==> config.mk <==
export PLATFORM = sky130hd
export DESIGN_NAME = spi_regmaster
export DESIGN_NICKNAME = d
export VERILOG_FILES = /design/src/rtl/spi_regmaster_pkg.sv /design/src/rtl/spi_regmaster_bus.sv /design/src/rtl/spi_regmaster_shift.sv /design/src/rtl/spi_regmaster.sv
export SDC_FILE = /design/constraint.sdc
export NUM_CORES = 1
export LEC_CHECK = 0
export ABC_CLOCK_PERIOD_IN_PS = 1700
export CAP_MARGIN = 20
export CORE_AREA = 2 2 90 92
export CTS_CLUSTER_SIZE = 24
export DETAILED_ROUTE_END_ITERATION = 8
export DIE_AREA = 0 0 92 94
export DONT_BUFFER_PORTS = 1
export MAX_ROUTING_LAYER = met4
export PLACE_DENSITY = 0.55
export SLEW_MARGIN = 10
export SYNTH_ARGS = -nofsm -noshare
export SYNTH_HDL_FRONTEND = slang
export SYNTH_SLANG_ARGS = --single-unit
==> constraint.sdc <==
create_clock -name clk -period 1.7 [get_ports clk]
set_input_delay 0.17 -clock clk [delete_from_list [all_inputs] [get_ports clk]]
set_output_delay 0.17 -clock clk [all_outputs]
set_load 0.005 [all_outputs]
==> src/rtl/spi_regmaster_pkg.sv <==
package spi_regmaster_pkg;
    localparam int ADDR_W = 8;
    localparam int DATA_W = 8;

    localparam logic [ADDR_W-1:0] A_STATUS = 8'h06;
    localparam logic [ADDR_W-1:0] A_CTRL   = 8'h0A;
    localparam logic [ADDR_W-1:0] A_PRESC  = 8'h0B;
    localparam logic [ADDR_W-1:0] A_TXD    = 8'h0D;
    localparam logic [ADDR_W-1:0] A_RXD    = 8'h0E;

    localparam int B_TXRDY = 4;
    localparam int B_RXRDY = 3;
    localparam int B_EN    = 7;
    localparam int B_HOLD  = 6;

    typedef struct packed {
        logic en;
        logic hold;
    } ctl_t;

    typedef struct packed {
        logic txrdy;
        logic rxrdy;
    } flags_t;

    function automatic logic [DATA_W-1:0] status_byte(flags_t f);
        logic [DATA_W-1:0] v;
        v = '0;
        v[B_TXRDY] = f.txrdy;
        v[B_RXRDY] = f.rxrdy;
        return v;
    endfunction

    function automatic logic [DATA_W-1:0] ctl_byte(ctl_t c);
        logic [DATA_W-1:0] v;
        v = '0;
        v[B_EN]   = c.en;
        v[B_HOLD] = c.hold;
        return v;
    endfunction
endpackage

==> src/rtl/spi_regmaster_bus.sv <==
module spi_regmaster_bus (
    input  logic clk,
    input  logic rst,
    input  logic stb,
    output logic access,
    output logic ack
);
    logic served;

    assign access = stb & ~served;

    always_ff @(posedge clk) begin
        if (rst) begin
            served <= 1'b0;
            ack    <= 1'b0;
        end else begin
            ack <= access;
            if (access)
                served <= 1'b1;
            else if (!stb)
                served <= 1'b0;
        end
    end
endmodule

==> src/rtl/spi_regmaster_shift.sv <==
module spi_regmaster_shift #(
    parameter int FRAME_BITS = 8,
    parameter int PRE_W      = 8
) (
    input  logic                  clk,
    input  logic                  rst,
    input  logic                  start,
    input  logic [FRAME_BITS-1:0] tx_byte,
    input  logic [PRE_W-1:0]      half_cnt,
    input  logic                  miso,
    output logic                  sclk,
    output logic                  mosi,
    output logic                  busy,
    output logic                  done,
    output logic [FRAME_BITS-1:0] rx_byte
);
    localparam int BIT_W = (FRAME_BITS > 1) ? $clog2(FRAME_BITS) : 1;
    localparam logic [BIT_W-1:0] LAST_BIT = BIT_W'(FRAME_BITS - 1);

    logic [PRE_W-1:0]      cnt;
    logic [BIT_W-1:0]      bitn;
    logic [FRAME_BITS-1:0] sh_tx;
    logic [FRAME_BITS-1:0] sh_rx;

    assign mosi    = sh_tx[FRAME_BITS-1];
    assign rx_byte = sh_rx;

    always_ff @(posedge clk) begin
        if (rst) begin
            sclk  <= 1'b0;
            busy  <= 1'b0;
            done  <= 1'b0;
            cnt   <= '0;
            bitn  <= '0;
            sh_tx <= '0;
            sh_rx <= '0;
        end else begin
            done <= 1'b0;
            if (start && !busy) begin
                busy  <= 1'b1;
                sclk  <= 1'b0;
                cnt   <= '0;
                bitn  <= '0;
                sh_tx <= tx_byte;
            end else if (busy) begin
                if (cnt == half_cnt) begin
                    cnt <= '0;
                    if (!sclk) begin
                        sclk  <= 1'b1;
                        sh_rx <= {sh_rx[FRAME_BITS-2:0], miso};
                    end else begin
                        sclk <= 1'b0;
                        if (bitn == LAST_BIT) begin
                            busy <= 1'b0;
                            done <= 1'b1;
                        end else begin
                            bitn  <= bitn + 1'b1;
                            sh_tx <= {sh_tx[FRAME_BITS-2:0], 1'b0};
                        end
                    end
                end else begin
                    cnt <= cnt + 1'b1;
                end
            end
        end
    end
endmodule

==> src/rtl/spi_regmaster.sv <==
module spi_regmaster
    import spi_regmaster_pkg::*;
#(
    parameter int PRE_W = DATA_W
) (
    input  logic              clk,
    input  logic              rst,
    input  logic              bus_stb,
    input  logic              bus_rw,
    input  logic [ADDR_W-1:0] bus_addr,
    input  logic [DATA_W-1:0] bus_wdata,
    output logic [DATA_W-1:0] bus_rdata,
    output logic              bus_ack,
    output logic              spi_sclk,
    output logic              spi_mosi,
    input  logic              spi_miso,
    output logic              spi_cs_n
);
    logic              access;
    logic              wr_acc;
    logic              rd_acc;
    ctl_t              ctl;
    flags_t            flg;
    logic [PRE_W-1:0]  presc;
    logic [DATA_W-1:0] rx_hold;
    logic [DATA_W-1:0] eng_rx;
    logic              eng_busy;
    logic              eng_done;
    logic              start;
    logic              ctl_en;
    logic              txrdy;

    spi_regmaster_bus u_bus (
        .clk    (clk),
        .rst    (rst),
        .stb    (bus_stb),
        .access (access),
        .ack    (bus_ack)
    );

    assign wr_acc = access & bus_rw;
    assign rd_acc = access & ~bus_rw;
    assign start  = wr_acc && (bus_addr == A_TXD) && ctl.en && !eng_busy;

    spi_regmaster_shift #(
        .FRAME_BITS (DATA_W),
        .PRE_W      (PRE_W)
    ) u_shift (
        .clk      (clk),
        .rst      (rst),
        .start    (start),
        .tx_byte  (bus_wdata),
        .half_cnt (presc),
        .miso     (spi_miso),
        .sclk     (spi_sclk),
        .mosi     (spi_mosi),
        .busy     (eng_busy),
        .done     (eng_done),
        .rx_byte  (eng_rx)
    );

    assign spi_cs_n = ~(ctl.en & ctl.hold);
    assign ctl_en   = ctl.en;
    assign txrdy    = flg.txrdy;

    always_ff @(posedge clk) begin
        if (rst) begin
            ctl       <= '0;
            presc     <= '0;
            flg.txrdy <= 1'b1;
            flg.rxrdy <= 1'b0;
            rx_hold   <= '0;
            bus_rdata <= '0;
        end else begin
            if (wr_acc) begin
                case (bus_addr)
                    A_CTRL: begin
                        ctl.en   <= bus_wdata[B_EN];
                        ctl.hold <= bus_wdata[B_HOLD];
                    end
                    A_PRESC: presc <= bus_wdata[PRE_W-1:0];
                    A_STATUS: begin
                        if (bus_wdata[B_TXRDY]) flg.txrdy <= 1'b0;
                        if (bus_wdata[B_RXRDY]) flg.rxrdy <= 1'b0;
                    end
                    default: ;
                endcase
            end
            if (start)
                flg.txrdy <= 1'b0;
            if (eng_done) begin
                flg.txrdy <= 1'b1;
                flg.rxrdy <= 1'b1;
                rx_hold   <= eng_rx;
            end
            if (rd_acc) begin
                case (bus_addr)
                    A_STATUS: bus_rdata <= status_byte(flg);
                    A_CTRL:   bus_rdata <= ctl_byte(ctl);
                    A_PRESC:  bus_rdata <= DATA_W'(presc);
                    A_RXD:    bus_rdata <= rx_hold;
                    default:  bus_rdata <= '0;
                endcase
            end
        end
    end
endmodule

**Yosys cells after proc, flatten, opt, wreduce, memory -nomap -nowiden**

Cells that the tools add are included.

- Add/sub/neg operators: 2
- Equal/unequal tests: 9
- Muxes and demuxes: 22
- Bitwise operators: 12
- Reduce and logical (&&, ||, !) cells: 25

Operator list:

| cell | count |
|---|---|
| 8-bit 2-to-1 mux | 6 |
| 8-bit by 4-bit equality test with 1-bit output, second input constant | 4 |
| 8-bit one-hot mux with 4 select lines | 1 |
| 2-bit nonzero test | 9 |
| 1-bit 2-to-1 mux | 13 |
| 4-bit AND reduction | 3 |
| 8-bit by 1-bit adder with 8-bit output, second input constant | 1 |
| 8-bit by 3-bit equality test with 1-bit output, second input constant | 1 |
| 8-bit equality test | 1 |
| 1-bit NOT | 8 |
| 2-bit AND reduction | 3 |
| 3-bit AND reduction | 2 |
| 5-bit OR reduction | 1 |
| 1-bit bitwise AND | 4 |
| 1-bit logical AND | 4 |
| 2-bit 2-to-1 mux | 2 |
| 2-bit by 1-bit != test with 1-bit output, second input constant | 2 |
| 2-bit OR reduction | 2 |
| 3-bit by 1-bit adder with 3-bit output, second input constant | 1 |
| 3-bit equality test, second input constant | 1 |
| 1-bit logical NOT | 1 |

- Register bits after elaboration: 60
- Input port bits: 21
- Output and inout bits: 12
- Logic and storage cells: 86

**Logic depth before layout (Yosys ltp)**

Gate-level depths: netlist of run 1.

- Word-level depth: 9
- Gate-level depth with buffers: 7
- Depth with buffers taken out: 6

**By module**

From an unflattened synthesis of run 1, not the netlist that was laid out.

- Cells, all modules: 276
- Area total of the unflattened synthesis: 2800.2 sq um

By module, submodules not included:

| module | instances | cells each | area an instance (sq um) | sequential area each (sq um) |
|---|---|---|---|---|
| spi_regmaster | 1 | 140 | 1395.1 | 560.5 |
| spi_regmaster_shift | 1 | 131 | 1340.0 | 600.6 |
| spi_regmaster_bus | 1 | 5 | 65.1 | 40.0 |

**Worst setup path after synthesis of run 1**

Ideal clock, no wire load.

- Path kind: register to register
- Start point: register u_shift.cnt[3]
- End point: register u_shift.sh_tx[1]
- Setup time: 0.080 ns
- Data arrival time: 1.792 ns
- Required time: 1.620 ns
- Slack: -0.172 ns
- Stages on the path, launching flop included: 7
- Path buffers: 1
- Period minus slack after synthesis: 1.872 ns
- Path through: dfxtp_1 -> xor2_1 -> nor4_1 -> nand4_1 -> buf_2 -> mux2i_1 -> a211oi_2

- Word-level cells in the longest chain between the ends: 3

Ends and longest elaborated chain:

| what | RTL line | source |
|---|---|---|
| start: declaration | spi_regmaster_shift.sv:20 | `logic [PRE_W-1:0] cnt;` |
| start signal: assignment | spi_regmaster_shift.sv:62 | `cnt <= cnt + 1'b1;` |
| 8-bit equality test | spi_regmaster_shift.sv:46 | `if (cnt == half_cnt) begin` |
| 2-bit nonzero test (no line) | -- |  |
| 4-bit AND reduction (no line) | -- |  |
| end signal: assignment | spi_regmaster_shift.sv:44 | `sh_tx <= tx_byte;` |
| end signal: assignment | spi_regmaster_shift.sv:58 | `sh_tx <= {sh_tx[FRAME_BITS-2:0], 1'b0};` |
| end: declaration | spi_regmaster_shift.sv:22 | `logic [FRAME_BITS-1:0] sh_tx;` |

No other way between the ends.
A chain may end at the register's enable or synchronous reset.

**Worst setup path in the final report of run 1**

- Start point: register u_shift.cnt[4]
- End point: register u_shift.sh_rx[4] (netlist: u_shift.rx_byte[4])

- Word-level cells in the longest chain between the ends: 2

Ends and longest elaborated chain:

| what | RTL line | source |
|---|---|---|
| 8-bit equality test | spi_regmaster_shift.sv:46 |  |
| 4-bit AND reduction (no line) | -- |  |
| end signal: assignment | spi_regmaster_shift.sv:50 | `sh_rx <= {sh_rx[FRAME_BITS-2:0], miso};` |
| end: declaration | spi_regmaster_shift.sv:23 | `logic [FRAME_BITS-1:0] sh_rx;` |

No other way between the ends.

==> results of run 1 <==
[layer usage]
metal	share of wire [%]	track usage, %	vias up
li1	-	-	1057
met1	47	19.4	982
met2	46	24.9	36
met3	4.4	3.85	10
met4	1.8	7.84	0
met5	0	-	-
[layout by cell type (no fill, tap or decap), types with 2 or more instances in the layout]
cell type / Yosys / layout
bufinv_16: 0 / 2
a31oi_1: 4 / 4
dfxtp_1: 60 / 56
a22o_1: 4 / 4
a22oi_1: 8 / 8
nand2b_1: 7 / 7
buf_6: 2 / 3
buf_4: 1 / 23
nor3b_1: 4 / 4
clkbuf_8: 0 / 10
inv_1: 2 / 2
nor2b_1: 4 / 4
nand2_1: 15 / 15
a21oi_1: 9 / 9
dlygate4sd3_1: 0 / 14
a211oi_2: 7 / 7
clkinv_2: 0 / 3
dfxtp_2: 0 / 3
xnor2_1: 3 / 3
ha_1: 3 / 3
nand3_1: 15 / 15
nor2_1: 52 / 51
o21ai_0: 5 / 5
xor2_1: 9 / 8
mux2i_1: 37 / 37
nand4b_1: 2 / 2
and3b_1: 2 / 2
[stage by stage]
stage                     utilization [%]  instance area [µm²]  setup TNS, ps  instances  total power, W
after floorplan                         -                 2670           -485        280         0.00149
after global placement               37.8                 2870           -313        389         0.00148
after detailed placement             37.8                 2870           -611        389         0.00148
after CTS                            42.7                 3250              0        420         0.00295
after global routing                 43.8                 3330          -1440        425         0.00302
final                                43.8                 3330          -88.7        425         0.00291
[state kept, by name (all words and copies together), names as in the netlist, 3 cells and up]
| name | flops |
|---|---|
| bus_rdata | 8 |
| presc | 8 |
| rx_hold | 8 |
| u_shift.cnt | 8 |
| u_shift.rx_byte | 8 |
| u_shift.sh_tx | 8 |
| u_shift.bitn | 3 |
[critical path, delay by kind of cell (launching register included)]
family        cells  cell delay (ps)
simple gates      3              560
buf+inv           2              400
mux               1              150
xor+xnor          1              160
flops             1              340
[worst max-delay path by stage]
stage / start / to / cells past startpoint
2_1_floorplan: bus_addr[5] / u_shift.sclk / 6
3_3_place_gp: bus_addr[5] / u_shift.sh_tx[7] / 5
3_5_place_dp: bus_addr[5] / u_shift.sh_tx[6] / 5
4_1_cts: u_shift.cnt[4] / u_shift.rx_byte[2] / 7
5_1_grt: presc[3] / u_shift.sh_tx[6] / 7
6_report: u_shift.cnt[4] / u_shift.rx_byte[4] / 7
[power groups by stage]
stage | combinational (W) | clock (W) | sequential, W
global placement | 0.0000425 | 0 | 0.00144
finish | 0.0000898 | 0.00141 | 0.00141
detailed placement | 0.0000422 | 0 | 0.00144
global route | 0.0000974 | 0.00152 | 0.00141
floorplan | 0.0000520 | 0 | 0.00144
CTS | 0.0000886 | 0.00145 | 0.00141
[kinds of logic (layout without fill, tap and decap cells)]
group	Yosys count	in the layout	share of synthesized area [%]
simple gates	113	113	21.1
flops	60	60	45.4
compound gates	38	38	10.9
mux	37	37	14.0
buf+inv	17	60	3.17
xor+xnor	12	12	3.98
fa+ha+maj	3	3	1.42
[cell type report]
| class | count | share of cell area [%] |
|---|---|---|
| multi-input cells | 203 | 42.0 |
| flip-flops and latches | 60 | 36.3 |
| repair buffers | 42 | 11.1 |
| clock buffers | 11 | 4.24 |
| well taps | 102 | 3.83 |
| clock inverters | 5 | 2.25 |
| inverters | 2 | 0.225 |
[repair_timing]
action | CTS | global route
setup endpoints to repair | 0 | 19
resized for setup | 0 | 16
setup buffers | 0 | 3
hold buffers | 15 | 0
hold endpoints to repair | 48 | 0
==> run summary, run 1 <==
Sw Pwr: 0.000600 W
Worst EP arrival: 1940 ps
Logic pwr share: 3.1%
top_reg_cell synth: dfxtp_1
switch share: 20.6%
synth warn: 0
part of the power in registers: 48.4%
Vert. Die Dim: 94 µm
die area: 8650 µm²
Clock Power Share: 48.5%
cell with the most instances after synthesis: dfxtp_1
CTS tree: yes
max cap viols: 0
antenna cells: 0
worst r2r src: u_shift.cnt[4]
Post-Synthesis Cell Area: 2640 µm²
Multi-input gate area: 1400 µm²
CTS root buffer: clkbuf_8
# setup viols final: 9
post-synth cell types: 37
CTS Sinks: 60
total core area: 7610 µm²
DR WL/cell: 14.9 µm
register area: 1210 µm²
Gate Count Post-Synth: 280
largest net degree at the start of global routing: 45
Worst Path Max Fanout: 4
DR vias/cell: 4.91
filler cell count: 771
drt total wl: 6.33 mm
worst hold stages: 2
total gr overflow: 0
Setup Skew: 6.46 ps
unrepaired setup endpoints after global routing: true
CP required: 1920 ps
Crit Reg-Reg Endpoint: u_shift.rx_byte[4]
row cnt: 32
width of the die: 92 µm
status: complete, but fails checks
first-pass iteration count of the detailed router: 5
initial drt markers: 135
Final min period: 1720 ps
Final Hold Fails: 0
RePlAce Congestion: 0.783
total power divided by cell area: 873 nW/µm²
startpoint types: register
min-delay src: bus_wdata[1]
synthesized area per cell: 9.44 µm²
slew margin rel.: 74.8%
period utilization: 101%
Initial Utilization: 34.8%
slowest stage delay, CP: 350 ps
Setup CP Type: reg -> reg
Post-Syn Nets: 304
CTS clk-pin slew, worst paths: 70 ps
Peak VDD IR: 0.524 mV
initial antenna violation count: 0
Skew-Pair Late Insertion Delay: 330 ps
Worst Tran Pin Value: 376 ps
max-slew violations: 0
largest area contributor in the synthesized netlist: dfxtp_1
DPL Wire Length: 4.27 mm
IO Pins: 33
internal reg-to-reg setup slack: -20 ps
Bufs on Longest Clock Path: 2
Async S/R FF share, synth: 0%
critical path, cell by cell: xor2_1 -> nor4_2 -> buf_4 -> nand4b_1 -> buf_2 -> mux2i_1 -> nor2_1
dpl ws: -108 ps
GRT Util Overall: 15.9%
crit path capture type: register
Pleak: 1.45 nW
r2r worst-path depth: 7
Pint: 0.00231 W
Port Buffers: 0
Commonest cells post-synth: dfxtp_1 (60), nor2_1 (52), mux2i_1 (37)
Min-Delay Endpoint: u_shift.sh_tx[1]
share of the synthesized area in the top cell type: 45.4%
Synth area leaders: dfxtp_1 (45%), mux2i_1 (14%), nor2_1 (7.4%)
CP max stage cell: nor4_2
hold slack: 45.9 ps
first-pass GRT wire length: 10.2 mm
Post-synth EDFFs: 0
DRC violations left: 0
total CTS buffers: 9
Final WS setup: -23.0 ps
post-synthesis sequential area ratio: 45.4%
Final ANT Viol Nets: 0
Max Freq: 580 MHz
via count: 2085
vias in the first global route: 2029
Layout area overhead: 26.1%
failing checks: setup timing
FF+latch count, synth: 60
layout cells sized above 1: 19.5%
H-Tree Depth: 3
hold crit path type: in -> reg
# nets final: 342
Note: power is estimated with default switching activity, not from simulation.
==> inputs of run 2 (changes only) <==
--- a/config.mk
+++ b/config.mk
@@ -13,7 +13,6 @@
 export DIE_AREA = 0 0 92 94
 export DONT_BUFFER_PORTS = 1
 export MAX_ROUTING_LAYER = met4
-export PLACE_DENSITY = 0.55
 export SLEW_MARGIN = 10
 export SYNTH_ARGS = -nofsm -noshare
 export SYNTH_HDL_FRONTEND = slang
==> run 2 against run 1 <==
- critical path depth is the same
- combinational power is 4.6% higher
- clock skew down 0.99 ps
- design area down 1.5%
- first-iteration DRC count grew 12%
- non-clock buffer count fell by 5
- the run still ends with setup timing left
- worst setup slack improved by 4.7 ps
- clock-buffer cell count rose by 1
- critical path type unchanged
- die area did not move
==> run summary, run 2 (same netlist as run 1, synthesis figures left out) <==
status: complete, but fails checks (unchanged)
failing checks: setup timing (unchanged)
CP required: 1930 ps (was 1920 ps)
Peak VDD IR: 0.426 mV (was 0.524 mV)
DR vias/cell: 5.01 (was 4.91)
# nets final: 337 (was 342)
register area: 1200 µm² (was 1210 µm²)
Final ANT Viol Nets: 0 (unchanged)
WP depth: 7 (unchanged)
Final WS setup: -18.3 ps (was -23.0 ps)
hold slack: 39.7 ps (was 45.9 ps)
DR WL/cell: 15.2 µm (was 14.9 µm)
initial drt markers: 151 (was 135)
Vert. Die Dim: 94 µm (unchanged)
Worst Tran Pin Value: 577 ps (was 376 ps)
Multi-input gate area: 1410 µm² (was 1400 µm²)
IO Pins: 33 (unchanged)
total power divided by cell area: 845 nW/µm² (was 873 nW/µm²)
first-pass GRT wire length: 10.4 mm (was 10.2 mm)
worst hold stages: 2 (unchanged)
r2r worst-path depth: 7 (unchanged)
Pleak: 1.39 nW (was 1.45 nW)
slowest stage delay, CP: 380 ps (was 350 ps)
Setup Skew: 5.47 ps (was 6.46 ps)
most common cell after layout, fill and taps aside: dfxtp_1 (unchanged)
slew margin rel.: 61.5% (was 74.8%)
# setup viols final: 2 (was 9)
fin area: 3280 µm² (was 3330 µm²)
first-pass iteration count of the detailed router: 4 (was 5)
Max Freq: 582 MHz (was 580 MHz)
row cnt: 32 (unchanged)
CP max stage cell: nor4_2 (unchanged)
Layout area overhead: 24.1% (was 26.1%)
Final Hold Fails: 0 (unchanged)
layout cells sized above 1: 19.0% (was 19.5%)
Worst EP arrival: 1950 ps (was 1940 ps)
die area: 8650 µm² (unchanged)
unrepaired setup endpoints after global routing: true (unchanged)
Bufs on Longest Clock Path: 2 (unchanged)
post-place instance area: 2890 µm² (was 2870 µm²)
hold crit path type: in -> reg (unchanged)
Crit Reg-Reg Endpoint: u_shift.bitn[1] (was u_shift.rx_byte[4])
vias in the first global route: 2045 (was 2029)
total core area: 7610 µm² (unchanged)
CTS root buffer: clkbuf_8 (unchanged)
width of the die: 92 µm (unchanged)
Worst Path Max Fanout: 6 (was 4)
CP delay by family, top: simple AND/OR/NAND/NOR gates (unchanged)
CTS clk-pin slew, worst paths: 60 ps (was 70 ps)
Port Buffers: 0 (unchanged)
CP startpoint: presc[4] (was u_shift.cnt[4])
H-Tree Depth: 3 (unchanged)
crit path capture type: register (unchanged)
total gr overflow: 0 (unchanged)
worst r2r src: presc[4] (was u_shift.cnt[4])
RePlAce Congestion: 0.775 (was 0.783)
Initial Utilization: 34.8% (unchanged)
DPL Wire Length: 4.21 mm (was 4.27 mm)
CP bufs+invs: 2 (unchanged)
filler cell count: 761 (was 771)
max cap viols: 0 (unchanged)
max-slew violations: 0 (unchanged)
initial antenna violation count: 0 (unchanged)
Setup crit end: u_shift.bitn[1] (was u_shift.rx_byte[4])
Skew-Pair Late Insertion Delay: 340 ps (was 330 ps)
Setup CP Type: reg -> reg (unchanged)
Final min period: 1720 ps (about the same)
antenna cells: 0 (unchanged)
CTS Sinks: 60 (unchanged)
DRC violations left: 0 (unchanged)
largest net degree at the start of global routing: 49 (was 45)
critical path, cell by cell: xor2_1 -> nor4_2 -> nand4_1 -> buf_6 -> buf_4 -> mux2i_1 -> nor2_1 (was xor2_1 -> nor4_2 -> buf_4 -> nand4b_1 -> buf_2 -> mux2i_1 -> nor2_1)
startpoint types: register (unchanged)
internal reg-to-reg setup slack: -20 ps (about the same)
GRT Util Overall: 16.0% (was 15.9%)
via count: 2096 (was 2085)
drt total wl: 6.33 mm (about the same)
most frequent cells in the layout: dfxtp_1 (59), nor2_1 (50), mux2i_1 (34) (was dfxtp_1 (56), nor2_1 (51), mux2i_1 (37))
period utilization: 101% (about the same)
dpl ws: -86.6 ps (was -108 ps)
final setup TNS: -32.8 ps (was -88.7 ps)
CTS tree: yes (unchanged)
total CTS buffers: 9 (unchanged)
==> run 2: changes by cell type in the layout (fill, tap and decap cells not counted), sizes merged <==
cell,previous run,this run
bufinv,2,1
dlygate4sd3,14,10
buf,28,27
clkbuf,11,12
clkinv,3,1
==> run 2: area by class of cell <==
type                    instances  area share [%]
well taps                     102            3.89
repair buffers                 37            10.4
inverters                       2           0.229
clock inverters                 2            1.07
multi-input cells             203            43.0
clock buffers                  12            4.73
flip-flops and latches         60            36.6
==> run 2: worst min path at each step <==
stage                             from          endpoint
after floorplan                bus_stb      u_bus.served
after global placement             rst  u_shift.sh_tx[5]
after detailed placement           rst  u_shift.sh_tx[6]
after CTS                 bus_wdata[6]  u_shift.sh_tx[6]
after global routing      bus_wdata[6]  u_shift.sh_tx[6]
final                     bus_wdata[6]  u_shift.sh_tx[6]
==> run 2: metrics by stage <==
step	power [W]	utilization, %	std cells
2_1_floorplan	0.00149	-	280
3_3_place_gp	0.00149	37.9	389
3_5_place_dp	0.00149	37.9	389
4_1_cts	0.00280	42.0	414
5_1_grt	0.00287	43.1	418
6_report	0.00277	43.1	418
==> run 2: repair_timing <==
item | CTS | global route
setup buffers | 0 | 3
setup endpoints to repair | 0 | 20
gates resized for setup | 0 | 15
hold buffers | 11 | 0
endpoints found under the hold margin | 48 | 0
==> run 2: metal layers <==
layer  vias to the layer above  wire (µm)  GRT usage, %
li1                       1046          -             -
met4                         0         90          6.34
met2                        39       3070          25.2
met3                         9        262          4.41
met1                      1002       2910          19.6
met5                         -          0             -
==> run 2: worst reg2reg max path: stages (launching register included) <==
cell and delay [ps]:
dfxtp_1 340, xor2_1 160, nor4_2 380, nand4_1 230, buf_6 190, buf_4 130, mux2i_1 140, nor2_1 50
==> run 2: report_power, final <==
part | switching (W) | internal (W) | total [W]
Clock | 0.000531 | 0.000739 | 0.00127
Combinational | 0.0000513 | 0.0000426 | 0.0000939
Sequential | 0.00000143 | 0.00141 | 0.00141
Total | 0.000583 | 0.00219 | 0.00277
==> inputs of run 3 (changes only) <==
--- a/config.mk
+++ b/config.mk
@@ -7,12 +7,14 @@
 export LEC_CHECK = 0
 export ABC_CLOCK_PERIOD_IN_PS = 1700
 export CAP_MARGIN = 20
-export CORE_AREA = 2 2 90 92
-export CTS_CLUSTER_SIZE = 24
+export CELL_PAD_IN_SITES_DETAIL_PLACEMENT = 1
+export CELL_PAD_IN_SITES_GLOBAL_PLACEMENT = 1
+export CORE_AREA = 5 5 93 95
 export DETAILED_ROUTE_END_ITERATION = 8
-export DIE_AREA = 0 0 92 94
+export DIE_AREA = 0 0 98 100
 export DONT_BUFFER_PORTS = 1
 export MAX_ROUTING_LAYER = met4
+export PLACE_DENSITY_LB_ADDON = 0.1
 export SLEW_MARGIN = 10
 export SYNTH_ARGS = -nofsm -noshare
 export SYNTH_HDL_FRONTEND = slang
==> run 3 against run 2 <==
- first-iteration DRC count decreased by 57%
- clock skew is 4.9 ps higher
- worst setup slack improved by 62 ps
- critical path depth grew 1
- largest power group is now clock
- via count is 1.2% higher
- die area increased by 13%
- the run now ends clean
- clock power increased by 15%
- global-route usage down 0.88 points
- worst hold slack worse by 6.6 ps
==> run summary, run 3 (same netlist as run 1, synthesis figures left out) <==
status: finished clean (was complete, but fails checks)
max cap viols: 0 (unchanged)
first-pass iteration count of the detailed router: 4 (unchanged)
filler cell count: 893 (was 761)
Placed Cells: 394 (was 389)
final design utilization: 44.0% (was 43.1%)
Initial Utilization: 34.6% (was 34.8%)
DR WL/cell: 16.4 µm (was 15.2 µm)
CTS Sinks: 60 (unchanged)
Setup Skew: 10.3 ps (was 5.47 ps)
Clock Power Share: 49.2% (was 45.8%)
Skew-Pair Late Insertion Delay: 340 ps (about the same)
startpoint types: register (unchanged)
Sw Pwr: 0.000679 W (was 0.000583 W)
slowest stage delay, CP: 330 ps (was 380 ps)
layout cells sized above 1: 21.8% (was 19.0%)
crit path capture type: register (unchanged)
Layout Cells excl Fill: 427 (was 418)
part of the power in registers: 47.6% (was 50.8%)
register area: 1210 µm² (was 1200 µm²)
total core area: 7650 µm² (was 7610 µm²)
CP required: 1940 ps (was 1930 ps)
Max Freq: 604 MHz (was 582 MHz)
initial drt markers: 65 (was 151)
min-delay src: bus_wdata[1] (was bus_wdata[6])
worst r2r src: u_shift.cnt[6] (was presc[4])
Peak VDD IR: 0.385 mV (was 0.426 mV)
Final ANT Viol Nets: 0 (unchanged)
Final Hold Fails: 0 (unchanged)
CP startpoint: u_shift.cnt[6] (was presc[4])
via count: 2122 (was 2096)
max-slew violations: 0 (unchanged)
largest net degree at the start of global routing: 49 (unchanged)
Worst Tran Pin Value: 468 ps (was 577 ps)
Final min period: 1660 ps (was 1720 ps)
IO Pins: 33 (unchanged)
initial antenna violation count: 0 (unchanged)
most frequent cells in the layout: dfxtp_1 (56), nor2_1 (51), mux2i_1 (34) (was dfxtp_1 (59), nor2_1 (50), mux2i_1 (34))
slew margin rel.: 68.7% (was 61.5%)
Port Buffers: 0 (unchanged)
DRC violations left: 0 (unchanged)
CP bufs+invs: 3 (was 2)
row cnt: 32 (unchanged)
antenna cells: 0 (unchanged)
most common cell after layout, fill and taps aside: dfxtp_1 (unchanged)
period utilization: 97.4% (was 101%)
# setup viols final: 0 (was 2)
total power divided by cell area: 880 nW/µm² (was 845 nW/µm²)
CTS root buffer: clkbuf_8 (unchanged)
Vert. Die Dim: 100 µm (was 94 µm)
CTS tree: yes (unchanged)
total CTS buffers: 9 (unchanged)
switch share: 22.9% (was 21.0%)
# nets final: 344 (was 337)
critical path, cell by cell: xor2_1 -> nor4_2 -> buf_4 -> nand4_1 -> buf_4 -> buf_4 -> xor2_1 -> nor2_1 (was xor2_1 -> nor4_2 -> nand4_1 -> buf_6 -> buf_4 -> mux2i_1 -> nor2_1)
GRT Util Overall: 15.1% (was 16.0%)
Layout area overhead: 27.2% (was 24.1%)
most used cell, CP: buf_4
RePlAce Congestion: 0.744 (was 0.775)
drt total wl: 7.02 mm (was 6.33 mm)
CP delay by family, top: buffers and inverters (was simple AND/OR/NAND/NOR gates)
Worst Path Max Fanout: 5 (was 6)
Worst EP arrival: 1900 ps (was 1950 ps)
Setup CP Type: reg -> reg (unchanged)
Logic pwr share: 3.2% (was 3.4%)
DPL Wire Length: 4.87 mm (was 4.21 mm)
vias in the first global route: 2253 (was 2045)
width of the die: 98 µm (was 92 µm)
die area: 9800 µm² (was 8650 µm²)
Pint: 0.00228 W (was 0.00219 W)
total gr overflow: 0 (unchanged)
Bufs on Longest Clock Path: 2 (unchanged)
Multi-input gate area: 1400 µm² (was 1410 µm²)
Pleak: 1.43 nW (was 1.39 nW)
hold crit path type: in -> reg (unchanged)
unrepaired setup endpoints after global routing: true (unchanged)
first-pass GRT wire length: 11.3 mm (was 10.4 mm)
H-Tree Depth: 3 (unchanged)
DR vias/cell: 4.97 (was 5.01)
CTS clk-pin slew, worst paths: 80 ps (was 60 ps)
CP max stage cell: dfxtp_2 (was nor4_2)
[run 3: worst paths after layout]
path / endpoint / slack, ps / depth (start not counted)
worst max-delay path: u_shift.bitn[0] / 40 / 8
worst min-delay path: u_shift.sh_tx[1] / 30 / 2
worst max register to register: u_shift.bitn[0] / 40 / 8
worst min register to register: u_bus.ack / 440 / 1
[run 3: what timing repair did]
item                                    CTS  global route
endpoints found under the setup margin    2            22
cloned                                    0             1
hold endpoints to repair                 48             1
gates resized for setup                   1            17
setup buffers                             0             5
pin swaps                                 0             7
hold buffers                             10             1
[run 3: worst reg2reg max path: stages, from the launching register on]
cell	delay (ps)
dfxtp_2	330
xor2_1	160
nor4_2	260
buf_4	160
nand4_1	130
buf_4	200
buf_4	130
xor2_1	130
nor2_1	60
[run 3: area by class of cell]
cell class | count | area share, %
timing repair buffer | 44 | 11.9
inverter | 2 | 0.223
clock buffer | 9 | 3.68
clock inverter | 7 | 2.98
sequential | 60 | 35.9
tap | 102 | 3.79
multi-input combinational | 203 | 41.6
[run 3: metrics by stage]
stage	hold slack (ps)	instance area, µm²	TNS (ps)	setup slack (ps)	total power [W]
floorplan	298	2670	-485	-57.1	0.00149
global placement	239	2920	-675	-79.7	0.00149
detailed placement	241	2920	-926	-108	0.00149
CTS	4.33	3260	0	0.413	0.00300
global route	41.9	3360	-779	-93.2	0.00307
finish	33.1	3360	0	43.6	0.00296
[run 3: metal layers]
layer  track usage (%)  vias up  share of wire (%)
met2              25.0       18                 49
met1              18.0     1024                 47
met4              4.79        0                1.2
li1                  -     1070                  -
met5                 -        -                  0
met3              4.10       10                3.0
[run 3: power groups by stage]
stage	logic (W)	registers [W]	clock network, W
finish	0.0000937	0.00141	0.00146
detailed placement	0.0000456	0.00144	0
global placement	0.0000454	0.00144	0
CTS	0.0000919	0.00141	0.00150
global route	0.000102	0.00141	0.00156
floorplan	0.0000520	0.00144	0
